$ cat src/rtl/mrw_pkg.sv
package mrw_pkg;

    localparam int CSR_AW = 2;
    localparam int CSR_DW = 32;
    localparam int MR_AW  = 8;
    localparam int MR_DW  = 8;

    localparam logic [CSR_AW-1:0] OFS_STATUS = 2'd0;
    localparam logic [CSR_AW-1:0] OFS_CTRL   = 2'd1;
    localparam logic [CSR_AW-1:0] OFS_DATA   = 2'd2;

    localparam int TRIG_BIT = 31;
    localparam int RANK_LSB = 4;
    localparam int MRA_LSB  = 8;

    typedef enum logic {
        SEQ_IDLE,
        SEQ_SEND
    } seq_state_e;

    typedef struct packed {
        logic [MR_AW-1:0] mra;
        logic [MR_DW-1:0] val;
    } mr_req_t;

    function automatic int unsigned first_set(input logic [31:0] v);
        int unsigned idx;
        idx = 0;
        for (int i = 31; i >= 0; i--) begin
            if (v[i]) idx = i;
        end
        return idx;
    endfunction

endpackage

$ cat src/rtl/mrw_csr.sv
module mrw_csr
    import mrw_pkg::*;
#(
    parameter int NUM_RANKS = 2
) (
    input  logic                 clk,
    input  logic                 rst,
    input  logic                 wr_en,
    input  logic [CSR_AW-1:0]    addr,
    input  logic [CSR_DW-1:0]    wdata,
    input  logic                 busy,
    output logic [CSR_DW-1:0]    rdata,
    output logic                 launch,
    output logic [NUM_RANKS-1:0] launch_mask,
    output mr_req_t              req
);

    logic                 accept;
    logic [NUM_RANKS-1:0] rank_q;

    assign accept      = wr_en && !busy;
    assign launch      = accept && (addr == OFS_CTRL) && wdata[TRIG_BIT];
    assign launch_mask = wdata[RANK_LSB +: NUM_RANKS];

    always_ff @(posedge clk) begin
        if (rst) begin
            rank_q <= '0;
            req    <= '0;
        end else if (accept) begin
            case (addr)
                OFS_CTRL: rank_q <= wdata[RANK_LSB +: NUM_RANKS];
                OFS_DATA: begin
                    req.mra <= wdata[MRA_LSB +: MR_AW];
                    req.val <= wdata[MR_DW-1:0];
                end
                default: ;
            endcase
        end
    end

    always_comb begin
        rdata = '0;
        case (addr)
            OFS_STATUS: rdata[0] = busy;
            OFS_CTRL:   rdata[RANK_LSB +: NUM_RANKS] = rank_q;
            OFS_DATA: begin
                rdata[MRA_LSB +: MR_AW] = req.mra;
                rdata[MR_DW-1:0]        = req.val;
            end
            default: ;
        endcase
    end

    // request registers frozen while busy
    p_locked_regs_r8: assert property (@(posedge clk) disable iff (rst)
        busy && wr_en |=> $stable(rank_q) && $stable(req));

    // start bit never reads back
    p_trig_clear_r3: assert property (@(posedge clk) disable iff (rst)
        !rdata[TRIG_BIT]);

endmodule

$ cat src/rtl/mrw_seq.sv
module mrw_seq
    import mrw_pkg::*;
#(
    parameter int NUM_RANKS = 2,
    localparam int RIW = (NUM_RANKS > 1) ? $clog2(NUM_RANKS) : 1
) (
    input  logic                 clk,
    input  logic                 rst,
    input  logic                 launch,
    input  logic [NUM_RANKS-1:0] launch_mask,
    input  logic                 cmd_ready,
    output logic                 busy,
    output logic                 cmd_valid,
    output logic [RIW-1:0]       cmd_rank
);

    seq_state_e           state;
    logic [NUM_RANKS-1:0] pending;
    logic [NUM_RANKS-1:0] remain;

    assign cmd_rank  = RIW'(first_set(32'(pending)));
    assign cmd_valid = (state == SEQ_SEND);
    assign busy      = (state != SEQ_IDLE);
    assign remain    = pending & ~(NUM_RANKS'(1) << cmd_rank);

    always_ff @(posedge clk) begin
        if (rst) begin
            state   <= SEQ_IDLE;
            pending <= '0;
        end else begin
            case (state)
                SEQ_IDLE: begin
                    if (launch && (|launch_mask)) begin
                        pending <= launch_mask;
                        state   <= SEQ_SEND;
                    end
                end
                SEQ_SEND: begin
                    if (cmd_ready) begin
                        pending <= remain;
                        if (remain == '0) state <= SEQ_IDLE;
                    end
                end
                default: state <= SEQ_IDLE;
            endcase
        end
    end

    // busy follows a start with a non-empty mask
    p_busy_rise_r4: assert property (@(posedge clk) disable iff (rst)
        launch && (|launch_mask) && !busy |=> busy && cmd_valid);

    // empty mask issues nothing
    p_empty_mask_r9: assert property (@(posedge clk) disable iff (rst)
        launch && (launch_mask == '0) && !busy |=> !busy && !cmd_valid);

    // command holds under back-pressure
    p_hold_r6: assert property (@(posedge clk) disable iff (rst)
        cmd_valid && !cmd_ready |=> cmd_valid && $stable(cmd_rank));

    // ranks go out in ascending order
    p_order_r5: assert property (@(posedge clk) disable iff (rst)
        cmd_valid && cmd_ready |=> !cmd_valid || (cmd_rank > $past(cmd_rank)));

    // busy only ends on a handshake
    p_fall_r7: assert property (@(posedge clk) disable iff (rst)
        $fell(busy) |-> $past(cmd_valid && cmd_ready));

endmodule

$ cat src/rtl/mrw_engine.sv
module mrw_engine
    import mrw_pkg::*;
#(
    parameter int NUM_RANKS = 2,
    localparam int RIW = (NUM_RANKS > 1) ? $clog2(NUM_RANKS) : 1
) (
    input  logic              clk,
    input  logic              rst,
    input  logic              csr_wr,
    input  logic [CSR_AW-1:0] csr_addr,
    input  logic [CSR_DW-1:0] csr_wdata,
    output logic [CSR_DW-1:0] csr_rdata,
    output logic              busy,
    output logic              cmd_valid,
    output logic [RIW-1:0]    cmd_rank,
    output logic [MR_AW-1:0]  cmd_mr_addr,
    output logic [MR_DW-1:0]  cmd_mr_data,
    input  logic              cmd_ready
);

    logic                 launch;
    logic [NUM_RANKS-1:0] launch_mask;
    mr_req_t              req;

    mrw_csr #(.NUM_RANKS(NUM_RANKS)) u_csr (
        .clk        (clk),
        .rst        (rst),
        .wr_en      (csr_wr),
        .addr       (csr_addr),
        .wdata      (csr_wdata),
        .busy       (busy),
        .rdata      (csr_rdata),
        .launch     (launch),
        .launch_mask(launch_mask),
        .req        (req)
    );

    mrw_seq #(.NUM_RANKS(NUM_RANKS)) u_seq (
        .clk        (clk),
        .rst        (rst),
        .launch     (launch),
        .launch_mask(launch_mask),
        .cmd_ready  (cmd_ready),
        .busy       (busy),
        .cmd_valid  (cmd_valid),
        .cmd_rank   (cmd_rank)
    );

    assign cmd_mr_addr = req.mra;
    assign cmd_mr_data = req.val;

    // payload stable under back-pressure
    p_payload_hold_r6: assert property (@(posedge clk) disable iff (rst)
        cmd_valid && !cmd_ready |=> $stable(cmd_mr_addr) && $stable(cmd_mr_data));

endmodule

$ cat config.mk
export PLATFORM = sky130hd
export DESIGN_NAME = mrw_engine
export DESIGN_NICKNAME = d
export VERILOG_FILES = /design/src/rtl/mrw_pkg.sv /design/src/rtl/mrw_csr.sv /design/src/rtl/mrw_seq.sv /design/src/rtl/mrw_engine.sv
export SDC_FILE = /design/constraint.sdc
export NUM_CORES = 1
export LEC_CHECK = 0
export BUFFER_PORTS_ARGS = -buffer_cell sky130_fd_sc_hd__buf_2
export CORE_MARGIN = 2
export CORE_UTILIZATION = 44
export DETAILED_ROUTE_END_ITERATION = 16
export PLACE_DENSITY = 0.84
export SKIP_LAST_GASP = 1
export SYNTH_ARGS = -nofsm -noshare
export SYNTH_HDL_FRONTEND = slang
export SYNTH_HIERARCHICAL = 1
export SYNTH_SLANG_ARGS = --single-unit
$ cat constraint.sdc
create_clock -name clk -period 3.3 [get_ports clk]
set_clock_uncertainty 0.1 [all_clocks]
set_input_delay 0.66 -clock clk [delete_from_list [all_inputs] [get_ports clk]]
set_output_delay 0.66 -clock clk [all_outputs]
set_load 0.02 [all_outputs]
# Yosys cells after proc, flatten, opt, wreduce, memory -nomap -nowiden
# Index checks and enable logic that the tools add are counted.
# W data, S select, Z words.
dict set report classes {
  eq_ne 4
  reduce_logical 11
  muxes 13
  n_bitwise 3
  n_shift 1
}
# operator count
set op_table {}
lappend op_table {{$mux W10} 1}
lappend op_table {{$pmux W2 S2} 2}
lappend op_table {{$reduce_and A2 Y1} 3}
lappend op_table {{$mux W1} 5}
lappend op_table {{$logic_and A1 B1 Y1} 4}
lappend op_table {{$logic_not A2 Y1} 2}
lappend op_table {{$mux W2} 2}
lappend op_table {{$pmux W1 S2} 2}
lappend op_table {{$mux W3} 1}
lappend op_table {{$and A2 B2 Y2} 1}
lappend op_table {{$eq A2 B1 Y1 const B} 1}
lappend op_table {{$eq A2 B2 Y1 const B} 1}
lappend op_table {{$ne A2 B1 Y1 const B} 1}
lappend op_table {{$ne A2 B2 Y1 const B} 1}
lappend op_table {{$not A2 Y2} 1}
lappend op_table {{$reduce_or A2 Y1} 1}
lappend op_table {{$shl A1 B1 Y2 const A} 1}
lappend op_table {{$logic_not A1 Y1} 1}
lappend op_table {{$not A1 Y1} 1}
dict set report totals {
  wordCells 37
  out_inout_bits 51
  in_bits 38
  reg_bits 21
}

# Longest topological paths before layout
dict set report depth {
  depth_word 9
  mapped_depth 7
  ltp_nobuf 7
}

# By module
# The synthesis kept the hierarchy.
# mod cells_each seq_area_each_um2 instances area_per_inst_um2
set by_module_without_submodules {}
lappend by_module_without_submodules {mrw_csr 123 360.3 1 1148.6}
lappend by_module_without_submodules {mrw_seq 19 60.1 1 155.1}

# Least setup slack after synthesis
# Ideal clock, no wire load.
dict set report synth_timing {
  path_type {input -> output}
  start {input csr_addr[0]}
  end {output csr_rdata[10]}
  path_stages 5
  n_path_buf 2
  required_ns 2.540
  path_slack_ns 1.114
  arrival_ns 1.426
  path_cell_list {inv_1 > ha_1 > buf_6 > clkbuf_1 > and2_1}
}
dict set report synth_between {
  elab_chain_cells 2
}
# element line_no
set synth_lines {}
lappend synth_lines {{start, declared} mrw_engine.sv:10} ;# input logic [CSR_AW-1:0] csr_addr,
lappend synth_lines {{$eq A2 B2 Y1} mrw_csr.sv:43} ;# case (addr)
lappend synth_lines {{$mux W10} mrw_csr.sv:43}
lappend synth_lines {{end, declared} mrw_engine.sv:12} ;# output logic [CSR_DW-1:0] csr_rdata,
# No other way between the ends.

# Worst setup path after layout
dict set report layout_timing {
  start {input csr_addr[0]}
  end {output csr_rdata[4]}
}
dict set report layout_between {
  elab_chain_cells 2
  elab_cells_between_ends 3
  classes_between {eq/ne: 2; mux: 1}
}
# element line_no
set layout_lines {}
lappend layout_lines {{$eq A2 B2 Y1 or $eq A2 B1 Y1 (tied branches)} mrw_csr.sv:43}
lappend layout_lines {{$pmux W2 S2 *} mrw_csr.sv:43}
# Every way passes the cells marked *; elsewhere a longest branch is shown, timed or not.

==> impl_results.md <==
* Outcome: finished, final reports clean
* Cell area power density at roughly 320 nW/um^2
* Hold Vio Cnt, Final at 0
* M2 GR Usage at 26.16%
* Crit Path Class: in -> out
* Synthesis Warnings at 6
* Number of diodes at 0
* Syn Inst Count at 142
* Leakage at a little under 0.8 nW
* Sw frac at 28.93%
* Avg Vias per Cell at between 4 and 5
* Global-route wire length before repair at about 4 mm
* Slew @ Worst Pin at approximately 520 ps
* Slew HR at about two thirds
* Die width at 58.44 um
* Clk root buf: clkbuf_4
* Worst VDD drop at roughly 0.24 mV
* Clock network fraction of design power at between 20 and 30%
* Setup violations, final at 0
* Logic pwr share at 19.7%
* Final nets at approximately 240
* CTS tree: done
* Largest net degree at the start of global routing at 38
* Final wirelength at approximately 2.5 mm
* Layout cells sized above 1 at around a third
* Initial DRC Count at 27
* Die ar. at around 3400 um^2
* Synth top area share at between 30% and 40%
* Synthesis-to-layout area growth at 16.51%
* Max frequency at 396.2 MHz
* Clk_lat worst skew at about 300 ps
* Setup bufs post-CTS at 0
* Post-cts resize count at 0
* Vias post-DR at 1032
* GR Layer Usage met3 at under 10%
* Post-synth EDFFs at 0
* Reg clk slew, reported paths at 110 ps
* CTS H-tree depth at 1
* Power Internal at roughly 0.00034 W
* Final Slew Violations at 0
* Grt total ovfl at 0
* Post-synth top area cell: dfxtp_1
* Hold buffers post-CTS at 0
* Top-count cell post-synth: nand2b_1
* Initial antenna violation count at 0
* Seq pwr share at between 50% and 60%
* Post-layout util at between 50 and 60%
* Hold Path Class: reg -> reg
* Crit path time final at between 2000 and 3000 ps
* Input/output buffers at 57
* Clock Sinks at 21
* DP HPWL at roughly 1.9 mm
* Element type at the critical path start: input pin
* Fin crit share at between 70% and 80%
* CP required at roughly 2500 ps
* Initial Util at a little under half
* Deepest clock path buffer count at 2
* Slowest stage cell, crit path: ha_1
* Core ar. at between 2000 and 3000 um^2
* Most area-consuming cells after synthesis: dfxtp_1 32%, nand2b_1 16%, mux2i_1 14%
* Syn Area/Cell at between 9 and 10 um^2
* Remaining antenna violation count at 0
* Cts bufs inserted at 3
* Pre-antenna DRT Iters at 2
* Die height at 58.44 um
* Synth async-reset ratio at 0%
* Switch Pwr at 0.0001403 W
* Crit end category: output port
* Hold_ws at 389.3 ps
* Vias in the first global route at between 900 and 1k
* Number of core rows at 19
* CP arrival at roughly 1800 ps
* Final GP Congestion at between 0.6 and 0.7
* Main synth FF type: dfxtp_1
* Seq/Total Area, Yosys at approximately 32%
* Syn Std Cell Area at 1304 um^2
* Critical path cell sequence: buf_2 -> inv_1 -> ha_1 -> a22oi_1 -> nor2b_1 -> buf_2
* Worst stage delay on the critical path at about 490 ps
* RSZ-0062 raised after global routing: no
* Synth cell count leaders: 34 x nand2b_1, 21 x dfxtp_1, 19 x buf_4
* Fin Setup TNS at 0 ps
* Yosys reg bits at 21
* DRC viols at 0
* Netlist cell types at 26
* Total Routing Usage GR at 14.82%
* Worst-path maximum fanout at 18
* Top cell by count, worst path: buf_2
* Met1 Resource Use GR at approximately 18%
* Grt peak-use layer: met2
* WL/cell at around 11 um
* Max-Cap Viols at 0
* # IOs at 89
==> cell families after synthesis <==
logic type,count (synthesis),share of synthesized area (%)
mux,18,13.82
fa+ha+maj,3,2.879
simple gates,61,29.27
flops,21,32.25
buf+inv,29,16.22
other cells,1,0.2876
compound gates,9,5.278
==> power by group through the flow <==
stage	registers (W)	clock network (W)	logic (W)
after floorplan	0.000282	0	0.0000773
after global placement	0.000274	0	0.0000946
after detailed placement	0.000274	0	0.0000958
after CTS	0.000268	0.000130	0.0000959
after global routing	0.000270	0.000141	0.000105
final	0.000268	0.000121	0.0000953
==> metrics by stage <==
stage / total power [W] / instance area, um^2 / setup slack [ps] / cells
detailed placement: 0.0003699 / 1491 / 740.9 / 220
global route: 0.0005157 / 1519 / 659.1 / 224
floorplan: 0.0003590 / 1360 / 1114 / 157
finish: 0.0004849 / 1519 / 775.9 / 224
CTS: 0.0004946 / 1519 / 745.2 / 224
global placement: 0.0003682 / 1491 / 776.7 / 220
==> area by class of cell <==
class / instances / area, um^2
Fill cell: 267 / 1262
Multi-Input combinational cell: 107 / 728.2
Sequential cell: 21 / 420.4
Timing Repair Buffer: 58 / 292.8
Tap cell: 31 / 38.79
Clock buffer: 3 / 22.52
Inverter: 3 / 11.26
Clock inverter: 1 / 5.005
==> registers in the layout, summed over array words and instances (netlist names) <==
signal	cells
u_seq/busy	1
u_csr/req	16
u_seq/pending	2
u_csr/rank_q	2
==> worst paths after layout <==
path	from	to	slack (ps)	depth (start not counted)
setup / recovery	csr_addr[0]	csr_rdata[4]	780	6
hold / removal	u_csr/rank_q[0]$_SDFFE_PP0P_	u_csr/rank_q[0]$_SDFFE_PP0P_	390	2
setup reg to reg	u_seq/busy$_SDFF_PP0_	u_seq/pending[0]$_SDFFE_PP0P_	1690	5
hold reg to reg	u_csr/rank_q[0]$_SDFFE_PP0P_	u_csr/rank_q[0]$_SDFFE_PP0P_	390	2
==> routing by layer <==
| layer | wire length, um | part of all wire [%] | vias to the layer above |
|---|---|---|---|
| li1 | - | - | 526 |
| met5 | 0 | 0 | - |
| met3 | 232 | 9.4 | 0 |
| met1 | 1053 | 43 | 459 |
| met4 | 0 | 0 | 0 |
| met2 | 1172 | 48 | 47 |
==> worst max-delay path: cells and delay by family <==
| kind | cells | cell delay, ps |
|---|---|---|
| fa+ha+maj | 1 | 490 |
| buf+inv | 3 | 350 |
| compound gates | 1 | 140 |
| simple gates | 1 | 130 |
==> layout by cell type (no fill, tap or decap), drive strengths merged, types with 3 or more instances in the layout <==
cell,netlist,layout
and2,14,14
buf,22,58
clkbuf,4,3
conb,1,16
dfxtp,21,21
ha,3,3
inv,3,3
mux2i,18,18
nand2b,34,34
nor2b,4,4
Power figures use the tool's default switching activity.
